--- src/rtl/pwm_offtime_ctrl.sv ---
module pwm_offtime_ctrl #(
  parameter int CW        = 8,
  parameter int OFF_CYC   = 10,
  parameter int BLANK_CYC = 3,
  parameter int DEAD_CYC  = 2,
  parameter int FLT_CYC   = 4
) (
  input  logic          clk,
  input  logic          rst_n,
  input  logic          trip_i,
  input  logic          dir_i,
  input  logic [2:0]    level_i,
  input  logic [1:0]    decay_sel_i,
  input  logic [CW-1:0] fast_len_i,
  input  logic          fault_i,
  output logic          ha_o,
  output logic          la_o,
  output logic          hb_o,
  output logic          lb_o
);

  localparam logic [CW-1:0] OFF_W    = CW'(OFF_CYC);
  localparam logic [CW-1:0] OFF_M1   = CW'(OFF_CYC - 1);
  localparam logic [CW-1:0] BLANK_M1 = CW'(BLANK_CYC - 1);
  localparam logic [CW-1:0] DEAD_M1  = CW'(DEAD_CYC - 1);
  localparam logic [CW-1:0] FLT_W    = CW'(FLT_CYC);

  typedef enum logic [2:0] {S_IDLE, S_DEAD, S_BLANK, S_DRIVE, S_OFF} st_t;

  st_t           st;
  logic [CW-1:0] cnt;
  logic [CW-1:0] fclr;
  logic          dir_q;
  logic [3:0]    g;

  wire           fault_act = fault_i | (fclr < FLT_W);
  wire           enable    = (|level_i) & ~fault_act;
  wire [CW-1:0]  fast_eff  = (fast_len_i > OFF_W) ? OFF_W : fast_len_i;
  wire [3:0]     drv_pat   = dir_q ? 4'b1001 : 4'b0110;
  wire [3:0]     rev_pat   = dir_q ? 4'b0110 : 4'b1001;

  always_ff @(posedge clk or negedge rst_n) begin
    if (!rst_n) begin
      st    <= S_IDLE;
      cnt   <= '0;
      dir_q <= 1'b0;
      fclr  <= FLT_W;
    end else begin
      if (fault_i)            fclr <= '0;
      else if (fclr < FLT_W)  fclr <= fclr + 1'b1;

      if (!enable) begin
        st    <= S_IDLE;
        cnt   <= '0;
        dir_q <= dir_i;
      end else if (st == S_IDLE) begin
        st    <= S_BLANK;
        cnt   <= '0;
        dir_q <= dir_i;
      end else if (dir_i != dir_q) begin
        st    <= S_DEAD;
        cnt   <= '0;
        dir_q <= dir_i;
      end else begin
        case (st)
          S_DEAD:
            if (cnt == DEAD_M1) begin st <= S_BLANK; cnt <= '0; end
            else cnt <= cnt + 1'b1;
          S_BLANK:
            if (cnt == BLANK_M1) begin st <= S_DRIVE; cnt <= '0; end
            else cnt <= cnt + 1'b1;
          S_DRIVE:
            if (trip_i) begin st <= S_OFF; cnt <= '0; end
          S_OFF:
            if (cnt == OFF_M1) begin st <= S_BLANK; cnt <= '0; end
            else cnt <= cnt + 1'b1;
          default: begin st <= S_IDLE; cnt <= '0; end
        endcase
      end
    end
  end

  always_comb begin
    case (st)
      S_BLANK, S_DRIVE: g = drv_pat;
      S_OFF:
        case (decay_sel_i)
          2'b00:   g = 4'b0101;
          2'b01:   g = rev_pat;
          default: g = (cnt < fast_eff) ? rev_pat : 4'b0101;
        endcase
      default: g = 4'b0000;
    endcase
  end

  assign {ha_o, la_o, hb_o, lb_o} = g;

  AST_NO_SHOOT_THROUGH: assert property (@(posedge clk) disable iff (!rst_n)
    !((ha_o && la_o) || (hb_o && lb_o)));

  AST_ZERO_LEVEL_OFF: assert property (@(posedge clk) disable iff (!rst_n)
    (level_i == 3'b000) |=> !(ha_o || la_o || hb_o || lb_o));

  AST_FAULT_OFF: assert property (@(posedge clk) disable iff (!rst_n)
    fault_i |=> !(ha_o || la_o || hb_o || lb_o));

  AST_DIR_DEAD: assert property (@(posedge clk) disable iff (!rst_n)
    (st != S_IDLE && enable && dir_i != dir_q) |=> !(ha_o || la_o || hb_o || lb_o));

  AST_BLANK_IGNORES_TRIP: assert property (@(posedge clk) disable iff (!rst_n)
    (st == S_BLANK && enable && dir_i == dir_q) |=> (ha_o || hb_o));

endmodule

--- config.mk ---
export PLATFORM = sky130hd
export DESIGN_NAME = pwm_offtime_ctrl
export DESIGN_NICKNAME = d
export VERILOG_FILES = /design/src/rtl/pwm_offtime_ctrl.sv
export SDC_FILE = /design/constraint.sdc
export NUM_CORES = 1
export LEC_CHECK = 0
export ABC_AREA = 1
export BUFFER_PORTS_ARGS = -buffer_cell sky130_fd_sc_hd__buf_2
export CAP_MARGIN = 20
export CORE_ASPECT_RATIO = 1.25
export CORE_MARGIN = 2
export CORE_UTILIZATION = 50
export CTS_CLUSTER_DIAMETER = 60
export DETAILED_ROUTE_END_ITERATION = 16
export PLACE_DENSITY = 0.71
export SYNTH_ARGS = -nofsm -noshare
export SYNTH_HDL_FRONTEND = slang
export SYNTH_SLANG_ARGS = --single-unit
--- constraint.sdc ---
create_clock -name clk -period 3.6 [get_ports clk]
set_input_delay 0.72 -clock clk [delete_from_list [all_inputs] [get_ports clk]]
set_output_delay 0.72 -clock clk [all_outputs]
set_load 0.01 [all_outputs]
==> results.cfg <==
[sta]
fin_setup_tns_ns = 0
rsz0062_at_grt = false
hold_viol = 0
fin_worst_skew_ns = 0.0120
whs_ns = 0.336
drv_slew = 0
fin_crit_sh_pct = 83.9
setup_viol = 0
period_needed_ns = 3.02
fmax_ghz = 0.331

[clock_tree]
cts.repair.resized = 0
clkTransAtPathRegs_ns = 0.12
cts_max_level = 1
numCtsBuffers = 3
postCtsHoldBufs = 0
postCtsSetupBuffers = 0
clk_latency_ns = 0.31
clockRootBuffer = clkbuf_4
cts_buffer_depth = 2
cts_tree = built
cts_sinks = 20

[critical_path]
worstPathArrival_ns = 2.30
crit_path_cell_trace = buf_2 -> inv_1 -> nand2_1 -> nor2_1 -> nand2_1 -> nor2_1 -> nand2_1 -> ha_1 -> nand2_1 -> inv_1 -> nand2_1 -> nand2_1 -> nand2_1 -> nand2_1 -> nand2_1 -> nand2_1 -> nand2_1 -> nand2_1 -> buf_2
worstSetupPathType = primary input to output port
crit_slowest_cell = ha_1
endpoint_kind = output port
critPathMostFrequentCell = nand2_1
crit_buf_inv = 4
path_max_fanout = 4
critPathMaxStageDelay_ns = 0.27
cp_num_cells = 19
reg2reg_depth = 11
start_kind = primary input
crit_family = simple AND/OR/NAND/NOR gates
cp.required_ns = 2.88

[route]
first_iter_violations = 36
num_vias = 1266
wl_per_cell_um = 11.0
ant_nets = 0
remaining_drc_errors = 0
wl_um = 2840
via_per_inst = 4.91
first_pass_iters = 4

[die]
die_w_um = 52.1
rows = 21
die_y_um = 64.2
io_pins = 22
die_area_um2 = 3350
initial_core_util_pct = 53.0
coreArea_um2 = 2730

[logic_synthesis]
synth.distinct_cells = 28
ys.flop_type = dfrtp_1
yosys_register_bits = 20
synthDominantCellAreaShare_pct = 32.8
yosysSeqAreaShare_pct = 34.6
synth_top_cell_by_area = dfrtp_1
yosys_warnings = 0
syn-cell-area_um2 = 1450
synth_edf_count = 0
synthTopCellsByCount = 40 x nand2_1, 32 x nor2_1, 29 x inv_1, 19 x dfrtp_1, 15 x nand3_1
synth.avg_cell_area_um2 = 7.32
syn-instance-count = 198
synthArstFlopShare_pct = 100
synth.most_common_cell = nand2_1
yosys-top-cells-area = dfrtp_1 33%, nand2_1 10%, ha_1 9.5%

[global_routing]
grt_pass1_vias = 1257
antenna_found_initial = 0
grt_start_max_net_pins = 21
grt.total_usage_pct = 20.6
grt-ovfl-total = 0
grt_pass1_wl_um = 5210

[layout]
drive_gt1_share_pct = 20.5
syn2layout_area_growth_pct = 11.7
fin_area_um2 = 1620
antennaDiodeCount = 0
final_nets = 254

[run_status]
outcome = completed

[job]
max_cap_violations = 0

[pwr]
powerDensity_nw_per_um2 = 253
power.total_w = 0.000409
ir_drop_uv = 265
leakagePower_nw = 0.883

[worst_hold_path]
hold_path_class = primary input to async pin

[placed_design]
gp_congestion = 0.880
place.port_buffers = 21
dp_hpwl_um = 2290
place_area_um2 = 1590
-- cell usage in the layout, fill, tap and decap left out --
master	instances
nand3_1	15
nor3_1	1
nor4_2	1
conb_1	4
o22ai_1	1
nand4_1	3
clkbuf_4	3
a31oi_1	1
nor2_1	32
a211oi_1	1
buf_2	21
or3_4	1
nand2_4	2
nor2_4	1
nand4_2	2
clkbuf_1	1
dfrtp_1	19
inv_2	3
ha_1	11
nor3_2	1
o21ai_0	7
xor2_1	7
nand2_2	7
nand2_1	40
inv_1	29
inv_4	1
a21oi_1	6
nor2_2	2
dfstp_2	1
-- power breakdown --
| group | total, W | internal, W | switching [W] | leakage [nW] |
|---|---|---|---|---|
| Combinational | 0.0000577 | 0.0000229 | 0.0000348 | 0.596 |
| Clock | 0.000113 | 0.0000433 | 0.0000701 | 0.0150 |
| Sequential | 0.000238 | 0.000233 | 0.00000529 | 0.271 |
-- kinds of logic (layout without fill, tap and decap cells) --
logic type | Yosys count | count (layout) | synth area share, %
fa+ha+maj | 11 | 11 | 9.50
buf+inv | 35 | 58 | 9.76
xor+xnor | 7 | 7 | 4.23
other cells | 1 | 4 | 0.259
simple gates | 108 | 108 | 35.8
flops | 20 | 20 | 34.6
compound gates | 16 | 16 | 5.87
-- flip-flops by register name, summed over array words and instances, names as in the netlist --
name	flops
cnt	8
fclr	8
dir_q	1
st	3
-- through the flow --
step | std cells | util, % | setup WS [ns]
6_report | 258 | 59.2 | 0.578
5_1_grt | 258 | 59.2 | 0.270
4_1_cts | 258 | 59.2 | 0.554
3_5_place_dp | 254 | 58.3 | 0.559
3_3_place_gp | 254 | 58.3 | 0.626
2_1_floorplan | 201 | - | 0.931
-- worst paths after layout --
| kind | startpoint | end | slack (ns) |
|---|---|---|---|
| max | fast_len_i[7] | la_o | 0.58 |
| min | rst_n | cnt[3] | 0.34 |
| max reg2reg | fclr[3] | cnt[7] | 1.88 |
| min reg2reg | fclr[7] | fclr[7] | 0.50 |
| max in group asynchronous | rst_n | fclr[2] | 2.91 |
| min in group clk | fclr[7] | fclr[7] | 0.50 |
-- cell type report --
cell class | count | area, um2
inverters | 33 | 126
multi-input cells | 146 | 817
fillers | 278 | 1110
well taps | 34 | 42.5
clock buffers | 4 | 26.3
flip-flops and latches | 20 | 502
repair buffers | 21 | 105
-- routing by layer --
metal	track usage, %	vias to the layer above	share of wire (%)
met2	35.8	28	52
met5	0	-	0
li1	-	668	-
met3	2.80	4	3.6
met4	8.65	0	2.1
met1	25.0	566	42
(Power assumes the default switching activity.)
